**src/rtl/irq_vec_pkg.sv**
```systemverilog
package irq_vec_pkg;

    localparam int NSRC   = 64;
    localparam int WORD_W = 32;
    localparam int VEC_W  = 6;
    localparam int REG_AW = 4;
    localparam int CFG_W  = 16;

    localparam logic [REG_AW-1:0] RA_EN_HI   = 4'd0;
    localparam logic [REG_AW-1:0] RA_EN_LO   = 4'd1;
    localparam logic [REG_AW-1:0] RA_PEND_HI = 4'd2;
    localparam logic [REG_AW-1:0] RA_PEND_LO = 4'd3;
    localparam logic [REG_AW-1:0] RA_VECTOR  = 4'd4;
    localparam logic [REG_AW-1:0] RA_SENSE   = 4'd5;
    localparam logic [REG_AW-1:0] RA_PRIO_A  = 4'd6;
    localparam logic [REG_AW-1:0] RA_PRIO_B  = 4'd7;
    localparam logic [REG_AW-1:0] RA_CFG     = 4'd8;

    typedef struct packed {
        logic [2*WORD_W-1:0] en;
        logic [2*WORD_W-1:0] pend;
        logic [WORD_W-1:0]   sense;
        logic [WORD_W-1:0]   prio_a;
        logic [WORD_W-1:0]   prio_b;
        logic [CFG_W-1:0]    cfg;
    } regs_t;

    // Upper word holds sources 0-15 and 32-47.
    function automatic bit src_in_upper(int s);
        return ((s / 16) % 2) == 0;
    endfunction

    // Bit position of a source inside its word.
    function automatic int src_bitpos(int s);
        if (s == 0)       return 0;
        else if (s < 16)  return 16 - s;
        else if (s < 19)  return 18 - s;
        else if (s < 31)  return 33 - s;
        else if (s == 31) return 0;
        else if (s < 48)  return 63 - s;
        else              return s - 32;
    endfunction

    // Flat index: upper word at [63:32], lower word at [31:0].
    function automatic int src_index(int s);
        return (src_in_upper(s) ? WORD_W : 0) + src_bitpos(s);
    endfunction

    // Sense-word bit for a programmable source, -1 when fixed level.
    function automatic int sense_pos(int s);
        if (s >= 19 && s <= 25)      return 33 - s;
        else if (s >= 48 && s <= 63) return 79 - s;
        else                         return -1;
    endfunction

endpackage

```
**src/rtl/irq_sense_front.sv**
```systemverilog
module irq_sense_front
    import irq_vec_pkg::*;
(
    input  logic                clk_i,
    input  logic                rst_ni,
    input  logic [NSRC-1:0]     src_ni,
    input  logic [WORD_W-1:0]   sense_i,
    output logic [2*WORD_W-1:0] set_o
);

    typedef struct packed {
        logic [NSRC-1:0] meta;
        logic [NSRC-1:0] sync;
        logic [NSRC-1:0] prev;
    } front_t;

    front_t st_d, st_q;
    logic [NSRC-1:0] edge_mode;
    logic [NSRC-1:0] hit;

    // Sense bits 7:0 and 15 select nothing.
    logic unused_sense;
    assign unused_sense = ^{sense_i[7:0], sense_i[15]};

    for (genvar g = 0; g < NSRC; g++) begin : g_src
        localparam int SP = sense_pos(g);
        if (SP >= 0) begin : g_prog
            assign edge_mode[g] = sense_i[SP];
        end else begin : g_fixed
            assign edge_mode[g] = 1'b0;
        end
        assign hit[g] = edge_mode[g] ? (st_q.prev[g] & ~st_q.sync[g])
                                     : ~st_q.sync[g];
    end

    always_comb begin
        st_d      = st_q;
        st_d.meta = src_ni;
        st_d.sync = st_q.meta;
        st_d.prev = st_q.sync;
        set_o     = '0;
        for (int s = 0; s < NSRC; s++) begin
            set_o[src_index(s)] = set_o[src_index(s)] | hit[s];
        end
    end

    always_ff @(posedge clk_i or negedge rst_ni) begin
        if (!rst_ni) begin
            st_q <= '{meta: '1, sync: '1, prev: '1};
        end else begin
            st_q <= st_d;
        end
    end

endmodule

```
**src/rtl/irq_regfile.sv**
```systemverilog
module irq_regfile
    import irq_vec_pkg::*;
#(
    parameter logic [WORD_W-1:0] PRIO_RST = 32'h0530_9770
) (
    input  logic                clk_i,
    input  logic                rst_ni,
    input  logic                we_i,
    input  logic [REG_AW-1:0]   addr_i,
    input  logic [WORD_W-1:0]   wdata_i,
    input  logic [2*WORD_W-1:0] set_i,
    output regs_t               regs_o
);

    regs_t r_d, r_q;
    logic [2*WORD_W-1:0] clr;

    always_comb begin
        r_d = r_q;
        clr = '0;
        if (we_i) begin
            case (addr_i)
                RA_EN_HI:   r_d.en[2*WORD_W-1:WORD_W] = wdata_i;
                RA_EN_LO:   r_d.en[WORD_W-1:0]        = wdata_i;
                RA_PEND_HI: clr[2*WORD_W-1:WORD_W]    = wdata_i;
                RA_PEND_LO: clr[WORD_W-1:0]           = wdata_i;
                RA_SENSE:   r_d.sense                 = wdata_i;
                RA_PRIO_A:  r_d.prio_a                = wdata_i;
                RA_PRIO_B:  r_d.prio_b                = wdata_i;
                RA_CFG:     r_d.cfg                   = wdata_i[CFG_W-1:0];
                default:    ;
            endcase
        end
        // A new request overrides a clear in the same cycle.
        r_d.pend = (r_q.pend & ~clr) | set_i;
    end

    always_ff @(posedge clk_i or negedge rst_ni) begin
        if (!rst_ni) begin
            r_q <= '{en: '0, pend: '0, sense: '0,
                     prio_a: PRIO_RST, prio_b: PRIO_RST, cfg: '0};
        end else begin
            r_q <= r_d;
        end
    end

    assign regs_o = r_q;

endmodule

```
**src/rtl/irq_vector_pick.sv**
```systemverilog
module irq_vector_pick
    import irq_vec_pkg::*;
(
    input  logic [2*WORD_W-1:0] pend_i,
    input  logic [2*WORD_W-1:0] en_i,
    output logic [VEC_W-1:0]    vec_o,
    output logic                any_o
);

    logic [2*WORD_W-1:0] act;
    logic unused_gap;

    assign act        = pend_i & en_i;
    assign unused_gap = act[15];

    // Scan downwards so the lowest-numbered source is assigned last.
    always_comb begin
        vec_o = '0;
        any_o = 1'b0;
        for (int s = NSRC - 1; s >= 0; s--) begin
            if (act[src_index(s)]) begin
                vec_o = VEC_W'(s);
                any_o = 1'b1;
            end
        end
    end

endmodule

```
**src/rtl/irq_vec_ctl.sv**
```systemverilog
module irq_vec_ctl
    import irq_vec_pkg::*;
#(
    parameter logic [WORD_W-1:0] PRIO_RST = 32'h0530_9770
) (
    input  logic              clk_i,
    input  logic              rst_ni,
    input  logic [NSRC-1:0]   src_ni,
    input  logic              sel_i,
    input  logic              wr_i,
    input  logic [REG_AW-1:0] addr_i,
    input  logic [WORD_W-1:0] wdata_i,
    output logic [WORD_W-1:0] rdata_o,
    output logic              irq_o
);

    localparam int VEC_LSB = WORD_W - VEC_W;

    regs_t               regs;
    logic [2*WORD_W-1:0] set_bits;
    logic [2*WORD_W-1:0] mask_q;
    logic [2*WORD_W-1:0] pend_q;
    logic [VEC_W-1:0]    vec_num;
    logic                any_act;
    logic                we;

    assign we     = sel_i & wr_i;
    assign mask_q = regs.en;
    assign pend_q = regs.pend;

    irq_sense_front u_front (
        .clk_i   (clk_i),
        .rst_ni  (rst_ni),
        .src_ni  (src_ni),
        .sense_i (regs.sense),
        .set_o   (set_bits)
    );

    irq_regfile #(.PRIO_RST(PRIO_RST)) u_regs (
        .clk_i   (clk_i),
        .rst_ni  (rst_ni),
        .we_i    (we),
        .addr_i  (addr_i),
        .wdata_i (wdata_i),
        .set_i   (set_bits),
        .regs_o  (regs)
    );

    irq_vector_pick u_pick (
        .pend_i (pend_q),
        .en_i   (mask_q),
        .vec_o  (vec_num),
        .any_o  (any_act)
    );

    assign irq_o = any_act;

    always_comb begin
        case (addr_i)
            RA_EN_HI:   rdata_o = mask_q[2*WORD_W-1:WORD_W];
            RA_EN_LO:   rdata_o = mask_q[WORD_W-1:0];
            RA_PEND_HI: rdata_o = pend_q[2*WORD_W-1:WORD_W];
            RA_PEND_LO: rdata_o = pend_q[WORD_W-1:0];
            RA_VECTOR:  rdata_o = {vec_num, {VEC_LSB{1'b0}}};
            RA_SENSE:   rdata_o = regs.sense;
            RA_PRIO_A:  rdata_o = regs.prio_a;
            RA_PRIO_B:  rdata_o = regs.prio_b;
            RA_CFG:     rdata_o = {{(WORD_W-CFG_W){1'b0}}, regs.cfg};
            default:    rdata_o = '0;
        endcase
    end

endmodule

```
**config.mk**
```make
export PLATFORM = sky130hd
export DESIGN_NAME = irq_vec_ctl
export DESIGN_NICKNAME = d
export VERILOG_FILES = /design/src/rtl/irq_vec_pkg.sv /design/src/rtl/irq_sense_front.sv /design/src/rtl/irq_regfile.sv /design/src/rtl/irq_vector_pick.sv /design/src/rtl/irq_vec_ctl.sv
export SDC_FILE = /design/constraint.sdc
export NUM_CORES = 1
export LEC_CHECK = 0
export BUFFER_PORTS_ARGS = -buffer_cell sky130_fd_sc_hd__buf_2
export CELL_PAD_IN_SITES_DETAIL_PLACEMENT = 2
export CELL_PAD_IN_SITES_GLOBAL_PLACEMENT = 2
export CORE_AREA = 5 5 217 219
export DETAILED_ROUTE_END_ITERATION = 10
export DIE_AREA = 0 0 222 224
export PLACE_DENSITY = 0.75
export SYNTH_ARGS = -nofsm -noshare
export SYNTH_HDL_FRONTEND = slang
export SYNTH_HIERARCHICAL = 1
export SYNTH_SLANG_ARGS = --single-unit
```
**constraint.sdc**
```tcl
create_clock -name clk_i -period 2.3 [get_ports clk_i]
set_input_delay 0.69 -clock clk_i [delete_from_list [all_inputs] [get_ports clk_i]]
set_output_delay 0.69 -clock clk_i [all_outputs]
set_load 0.02 [all_outputs]
```
### Word-level counts from Yosys, hierarchy flattened

Cells that the tools add are included.
Widths: inputs -> output; s select.

| word-level totals | value |
|---|---|
| bits in registers | 432 |
| input bits | 104 |

| cells by class | value |
|---|---|
| equality and inequality tests | 8 |
| muxes and demuxes | 153 |
| bitwise operators | 93 |
| reductions and logical operators | 7 |

Operator list:

| kind | number |
|---|---|
| $mux 6 | 63 |
| $pmux 32 s9 | 1 |
| $and 64x64->64 | 2 |
| $mux 1 | 86 |
| $mux 32 | 2 |
| $mux 64 | 1 |
| $not 1->1 | 64 |
| $not 64->64 | 1 |
| $or 64x64->64 | 1 |
| $and 1x1->1 | 24 |
| $eq 4x3->1 const B | 4 |
| $reduce_and 2->1 | 6 |
| $eq 4x2->1 const B | 2 |
| $eq 4x1->1 const B | 1 |
| $eq 4x4->1 const B | 1 |
| $logic_not 4->1 | 1 |
| $or 1x1->1 | 1 |

### Depth between registers and ports, before layout

Gate-level depths: netlist of run 1.

| logic depth | value |
|---|---|
| depth after elaboration | 65 |
| depth in mapped cells | 8 |

### Cells and area by module

Netlist of run 1, hierarchy kept.

By module, submodules not included:

| module | instances | cells an instance | area each (µm²) | seq. area each (µm²) |
|---|---|---|---|---|
| irq_regfile | 1 | 620 | 9,344.0 | 6,035.8 |
| irq_sense_front | 1 | 239 | 4,416.7 | 3,967.6 |
| irq_vec_ctl | 1 | 237 | 2,067.0 | 0.0 |
| irq_vector_pick | 1 | 179 | 1,067.3 | 0.0 |

### Worst setup path after synthesis of run 1

OpenSTA, ideal clock, no wires.

| path | value |
|---|---|
| path type | in2out |
| from | in addr_i[0] |
| to | out rdata_o[26] |
| arrival | 1.878 ns |
| slack | -0.268 ns |
| stages | 5 |
| path buffers | 3 |
| path through | buf_6 > buf_4 > or3_1 > clkbuf_1 > o221ai_1 |

| on the way | value |
|---|---|
| cells in the longest elaborated chain, start to end | 2 |
| elaborated cells between the ends (all ways) | 10 |
| classes of those cells | 8 x eq/ne; 1 x mux; 1 x reduce/logical |

RTL lines:

| element | RTL line | source |
|---|---|---|
| start, declared | irq_vec_ctl.sv:11 | `input logic [REG_AW-1:0] addr_i,` |
| $eq 4x4->1, or another cell as far along | irq_vec_ctl.sv:59 | `case (addr_i)` |
| $pmux 32 s9 (*) | irq_vec_ctl.sv:59 |  |
| end, declared | irq_vec_ctl.sv:13 | `output logic [WORD_W-1:0] rdata_o,` |

Mark *: on every way between the ends. The rest lies on a longest branch, timed or not.

### Worst setup path in the final report of run 1

| path | value |
|---|---|
| from | reg u_regs.r_q, in the netlist u_regs/regs_o[197] |
| to | out rdata_o[26] |

| on the way | value |
|---|---|
| cells in the longest elaborated chain, start to end | 55 |

RTL lines:

| element | RTL line | source |
|---|---|---|
| start, declared | irq_regfile.sv:15 | `regs_t r_d, r_q;` |
| start signal, assigned | irq_regfile.sv:40 | `r_q <= '{en: '0, pend: '0, sense: '0,` |
| start signal, assigned | irq_regfile.sv:43 | `r_q <= r_d;` |
| $and 64x64->64 | irq_vector_pick.sv:13 | `assign act = pend_i & en_i;` |
| $mux 6 (53 in series) | irq_vector_pick.sv:21 | `if (act[src_index(s)]) begin` |
| net vec_num[0] | irq_vec_ctl.sv:23 | `logic [VEC_W-1:0] vec_num;` |
| $pmux 32 s9 | irq_vec_ctl.sv:59 |  |

The timed path passes the listed nets, and every way through them passes these cells.

==> results of run 1 <==
Yosys cell counts (11+ instances only):
cell type  number
a32oi_1        11
a21oi_2        23
o211ai_1       19
nand2b_1       72
inv_1          63
o21ai_0        74
nand2_1        62
dfstp_2       175
nand3_1        44
mux2i_1        29
a21oi_1        14
buf_2          26
clkbuf_1       18
mux2_4         31
mux2_2        175
a22oi_1        60
dfrtp_1       216
nor2_1         16
repair_timing:
item                       CTS  global route
pin swaps                   64            73
setup endpoints to repair   33            33
resized for setup          243            91
setup buffers               53            28
gates cloned                 5             1
cell type report:
| type | count | area, um^2 | share of cell area, % |
|---|---|---|---|
| Sequential cell | 391 | 10000 | 41.8 |
| Multi-Input combinational cell | 756 | 7200 | 30.0 |
| Timing Repair Buffer | 475 | 4190 | 17.5 |
| Clock buffer | 71 | 1400 | 5.83 |
| Tap cell | 600 | 751 | 3.13 |
| Inverter | 63 | 236 | 0.987 |
| Clock inverter | 13 | 174 | 0.726 |
| Antenna cell | 3 | 7.51 | 0.0313 |
flip-flops by register name (all words and copies together), names as in the netlist:
name and cells:
u_regs/regs_o 240, u_front/st_d 128, u_front/st_q 23
critical path, stage by stage (launching register included):
cell	delay, ps
dfrtp_1	490
a22oi_1	350
nand2_1	150
a21oi_1	280
o311ai_1	170
a211oi_2	240
nor2_1	70
buf_4	140
mux2i_4	200
o221ai_2	130
buf_4	180
where the power goes:
group	switching, W	total (W)	internal, W	leakage, nW
sequential	0.000835	0.00864	0.00780	4.34
clock	0.00332	0.00796	0.00464	0.778
combinational	0.00296	0.00537	0.00241	5.23
total	0.00712	0.0220	0.0148	10.3
metal layers:
| layer | vias to the layer above | global-route usage (%) | part of all wire, % |
|---|---|---|---|
| li1 | 5511 | - | - |
| met1 | 8021 | 41.4 | 38 |
| met2 | 1096 | 57.8 | 47 |
| met3 | 463 | 7.81 | 7.2 |
| met4 | 4 | 17.3 | 7.8 |
| met5 | - | 0 | 0.037 |
cells by family after synthesis:
logic type,after synthesis
flops,391
compound gates,257
simple gates,254
mux,244
buf+inv,128
other cells,1
worst min-delay path by stage:
| stage | start | end | slack [ps] | cells after the start |
|---|---|---|---|---|
| floorplan | u_front/st_d[64] | u_front/st_d[0] | 350 | 0 |
| finish | rst_ni | u_regs/regs_o[110] | 30 | 1 |
| global placement | u_front/st_d[75] | u_front/st_d[11] | 350 | 0 |
| global route | rst_ni | u_regs/regs_o[205] | 40 | 1 |
| CTS | rst_ni | u_regs/regs_o[110] | 30 | 1 |
| detailed placement | u_front/st_d[67] | u_front/st_d[3] | 350 | 0 |
per-stage QoR:
step                cells  hold WS (ps)  TNS (ps)  util (%)  setup slack, ps
floorplan            1275           345     -4190         -             -175
global placement     2214           346    -33270      45.4             -842
detailed placement   2214           348    -45250      45.4            -1020
CTS                  2349          25.7    -19140      52.2            -1180
global route         2372          35.9    -24140      53.4            -1430
finish               2372          32.6    -23930      53.4            -1390
==> results.yml, run 1 <==
worst_setup_path:
  critPathCapture: "rdata_o[26]"
  setup.worst_path.end_class: "output pin"
  startpoint_type: "register"
  rr_endpoint: "u_regs/regs_o[161]"
  crit_start: "u_regs/regs_o[197]"
  rr_startpoint: "u_regs/regs_o[161]"
  crit_type: "reg2out"
  cp.required_ps: 1610
  cp_max_fo: 4
  rrSetupSlack_ps: 1050
  reg2regPathDepth: 5
  cp.arrival_ps: 3000
synth:
  synth_edf_count: 0
  synth_top_area_share_pct: 32.0
  ys_seq_area_share_pct: 59.2
  synth_top_area_cell: "dfrtp_1"
  synth_fa_ha_area_share_pct: 0
  yosys.area_share.simple_pct: 8.64
  synth-xor-area-share_pct: 0
  synth_top_family_by_area: "multiplexers"
  synth.cell_area_um2: 16900
  synthesis.nets: 1379
  synth-compound-area-share_pct: 10.9
  synthFlopType: "dfrtp_1"
  syn_area_per_cell_um2: 13.3
  synthTopCellsByArea: "dfrtp_1 (32%), dfstp_2 (27%), mux2_2 (12%), mux2_4 (2.8%), a22oi_1 (2.7%)"
  ys_types: 72
  synthMuxAreaShare_pct: 17.3
  syn_inst: 1275
  synth-seq-cells: 391
  ys.warnings.count: 6
  async_flop_share_pct: 100
clock_tree:
  cts_max_level: 2
  cts_tree: "built"
  cts_root_buf: "clkbuf_16"
  cts_sinks: 391
  clk_pin_slew_ps: 70
  cts-hold-fix-buffers: 0
  clkLatencyLatePin_ps: 610
  clock_path_buffers: 3
  cts_inserted_buffers: 45
routing:
  wl_per_cell_um: 40.1
  drt-initial-drc-count: 1677
  route.detailed.drc: 0
  routed_wirelength_um: 95000
  postRouteAntennaNets: 0
  vias_per_cell: 6.36
  first_pass_iters: 5
  vias: 15100
place:
  gp_congestion: 0.900
  io_buffer_count: 136
  dpl.hpwl_um: 44300
  dpl_cell_area_um2: 20400
power_and_ir_drop:
  power.leakage_nw: 10.3
  vdd_drop_max_mv: 0.556
  power_w: 0.0220
  powerDensity_nw_per_um2: 916
floorplanning:
  core_area_um2: 44900
  start_util_pct: 37.6
  ios: 137
  num_rows: 78
  die_w_um: 222
  dieHeight_um: 224
  die_area_um2: 49700
timing:
  fin_ws_ps: -1390
  rsz0062_at_grt: "true"
  hold_viol_final: 0
  relSlewSlack_pct: 56.7
  period_minus_slack_ps: 3690
  drv_slew: 0
  setup_viol: 35
  post-route-period-util_pct: 161
  worst_pin_slew_ps: 650
  max_freq_ghz: 0.271
  fin_skew_ps: 20.1
min_path:
  hold_class: "in2async"
flow_run:
  cap_violations: 0
global_route:
  track_usage_pct: 34.2
  grt_antenna_before_repair: 5
  grt_pass1_vias: 16700
  grt_overflow: 0
  grt_max_degree: 73
  grt_first_pass_wirelength_um: 125000
layout:
  final_common_cell: "buf_4"
  nets: 1836
  drive_gt1_share_pct: 63.6
  fillers: 4145
  layout_common_cells: "buf_4 (252), dfrtp_1 (205), dfstp_2 (175)"
  syn_to_final_growth_pct: 41.9
  fin_area_um2: 24000
run_status:
  failed_checks: "setup timing"
  status: "complete, but fails checks"
Power figures use the tool's default switching activity.
==> inputs of run 2 (changes only) <==
- CELL_PAD_IN_SITES_DETAIL_PLACEMENT: 2 -> 1
- CELL_PAD_IN_SITES_GLOBAL_PLACEMENT: 2 -> 1
- CORE_AREA: 5 5 217 219 -> 5 5 204 206
- DIE_AREA: 0 0 222 224 -> 0 0 209 211
- PLACE_DENSITY: 0.75 -> 0.69
- SYNTH_HIERARCHICAL: 1 -> default
==> results.yml, run 2 <==
layout:
  fin_area_um2: 22200
  multi_input_area_um2: 6040
  nets: 1733
  final_common_cell: "buf_4"
  num_antenna_cells: 0
  regArea_um2: 10000
  fillers: 4023
  fin_util_pct: 56.3
  drive_gt1_share_pct: 49.1
  layout_common_cells: "buf_4 (239), dfrtp_1 (215), nand2_1 (214)"
  syn_to_final_growth_pct: 41.7
  largest_reg_flops: 240
synth:
  syn_area_per_cell_um2: 13.2
  synth.cell_area_um2: 15700
  ys_seq_area_share_pct: 63.8
  synth_edf_count: 0
  synthesis.nets: 1295
  async_flop_share_pct: 100
  synth_top_area_cell: "dfrtp_1"
  synthTopCellsByArea: "dfrtp_1 (34%), dfstp_2 (29%), mux2_1 (13%), nand2_1 (5.3%), a22oi_1 (3.4%)"
  synth_common_cells: "nand2_1 (220), dfrtp_1 (216), mux2_1 (176)"
  ys.warnings.count: 0
  synthFlopType: "dfrtp_1"
  synth_top_area_share_pct: 34.5
  syn_inst: 1191
  synth-seq-cells: 391
  ys_types: 59
  yosys.cell_count.top_type: "nand2_1"
global_route:
  track_usage_pct: 24.9
  grt_pass1_vias: 13700
  grt_antenna_before_repair: 0
  grt_max_degree: 77
  grt_overflow: 0
  grt_first_pass_wirelength_um: 84700
timing:
  period_minus_slack_ps: 3410
  fin_skew_ps: 18.5
  whs_ps: 211
  hold_viol_final: 0
  setup_viol: 33
  fin_ws_ps: -1110
  max_freq_ghz: 0.293
  rsz0062_at_grt: "true"
  relSlewSlack_pct: 66.9
  drv_slew: 0
  post-route-period-util_pct: 148
  worst_pin_slew_ps: 494
clock_tree:
  clk_pin_slew_ps: 60
  clock_path_buffers: 3
  cts_max_level: 2
  clkLatencyLatePin_ps: 580
  cts_root_buf: "clkbuf_16"
  cts_tree: "built"
  cts_inserted_buffers: 45
  cts_sinks: 391
min_path:
  hold_class: "in2reg"
  worstHoldStart: "src_ni[56]"
  holdPathStages: 1
  hold_path_end: "u_front.st_d[120]"
place:
  dpl_cell_area_um2: 19300
  dpl.hpwl_um: 36600
  io_buffer_count: 136
  gp_congestion: 0.932
  dpl_worst_slack_ps: -725
worst_setup_path:
  rr_endpoint: "u_regs.regs_o[236]"
  setup.worst_path.end_class: "output pin"
  reg2regPathDepth: 3
  crit_type: "reg2out"
  cp_max_fo: 3
  cp_common_cell: "buf_4"
  cp_cell_sequence: "a22o_1 > a221o_2 > buf_6 > or3_4 > a21oi_2 > buf_4 > o41ai_4 > buf_4"
  cp.required_ps: 1610
  critical_path_buf_inv_count: 3
  crit_family: "compound AO/OA/AOI/OAI gates"
  startpoint_type: "register"
  rr_startpoint: "u_regs.regs_o[236]"
  rrSetupSlack_ps: 1210
  cp_slowest_cell: "dfrtp_1"
  cp.arrival_ps: 2720
  max_stage_delay_ps: 400
run_status:
  status: "complete, but fails checks"
  failed_checks: "setup timing"
floorplanning:
  die_w_um: 209
  core_area_um2: 39500
  num_rows: 73
  dieHeight_um: 211
  start_util_pct: 39.7
  die_area_um2: 44100
  ios: 137
routing:
  vias: 12200
  route.detailed.drc: 0
  routed_wirelength_um: 56300
  vias_per_cell: 5.59
  first_pass_iters: 7
  wl_per_cell_um: 25.8
  postRouteAntennaNets: 0
  drt-initial-drc-count: 1073
flow_run:
  cap_violations: 0
power_and_ir_drop:
  combPwrFrac_pct: 18.4
  vdd_drop_max_mv: 0.508
  power_frac_clock_pct: 38.6
  p_int_w: 0.0141
  power.leakage_nw: 10.0
  p_sw_share_pct: 27.0
  seqPwrFrac_pct: 43.0
  powerDensity_nw_per_um2: 872
  p_sw_w: 0.00523
  power_w: 0.0194
## run 2: changes by cell type after synthesis, moves of 31 or more
cell,before,now
mux2_4,31,0
nand2b_1,72,2
mux2_2,175,2
nand2_1,62,220
o21ai_0,74,8
mux2_1,0,176
inv_1,63,0
## run 2: worst max path at each step
stage	slack, ps	depth (start not counted)	to	startpoint
after floorplan	-220	7	rdata_o[26]	addr_i[1]
after global placement	-690	9	rdata_o[26]	addr_i[1]
after detailed placement	-730	8	rdata_o[5]	addr_i[1]
after CTS	-1060	8	rdata_o[31]	u_regs.regs_o[181]
after global routing	-1180	7	rdata_o[27]	u_regs.regs_o[236]
final	-1110	8	rdata_o[27]	u_regs.regs_o[236]
## run 2: final cells by class
type                            count  area share [%]
Clock buffer                       67            6.03
Clock inverter                     14           0.929
Multi-Input combinational cell    746            27.2
Sequential cell                   391            45.0
Tap cell                          525            2.96
Timing Repair Buffer              445            17.9
## run 2: kinds of logic after synthesis
family	share of synthesized area (%)
flops	63.8
compound gates	10.9
simple gates	10.2
mux	12.9
buf+inv	2.14
## run 2: repair_timing
item,4_1_cts,5_1_grt
pin swaps,66,42
cloned,5,1
hold buffers,1,0
resized for setup,183,41
setup buffers,31,16
hold endpoints to repair,7,0
setup endpoints to repair,33,33
## run 2: metal layers
| layer | vias up | share of wire (%) | global-route usage [%] | wire [um] |
|---|---|---|---|---|
| met5 | - | 0 | 0 | 0 |
| met4 | 0 | 4.3 | 9.14 | 2410 |
| met3 | 126 | 5.1 | 3.86 | 2850 |
| met2 | 420 | 47 | 40.8 | 26800 |
| met1 | 6444 | 43 | 34.0 | 24300 |
| li1 | 5237 | - | - | - |
## run 2: through the flow
stage / TNS (ps) / std cells
floorplan: -3670 / 1191
global placement: -77610 / 2058
detailed placement: -93300 / 2058
CTS: -17020 / 2175
global route: -21720 / 2188
finish: -20600 / 2188
## run 2: worst reg2reg max path, delay by kind of cell, from the launching register on
kind | cells | cell delay, ps
buffers and inverters | 2 | 280
flip-flops | 1 | 400
multiplexers | 1 | 290
## run 2: power by group through the flow
stage	logic (W)	clock network [W]	registers [W]
2_1_floorplan	0.00135	0	0.00826
3_3_place_gp	0.00293	0	0.00833
3_5_place_dp	0.00302	0	0.00838
4_1_cts	0.00342	0.00762	0.00831
5_1_grt	0.00379	0.00790	0.00841
6_report	0.00356	0.00747	0.00834
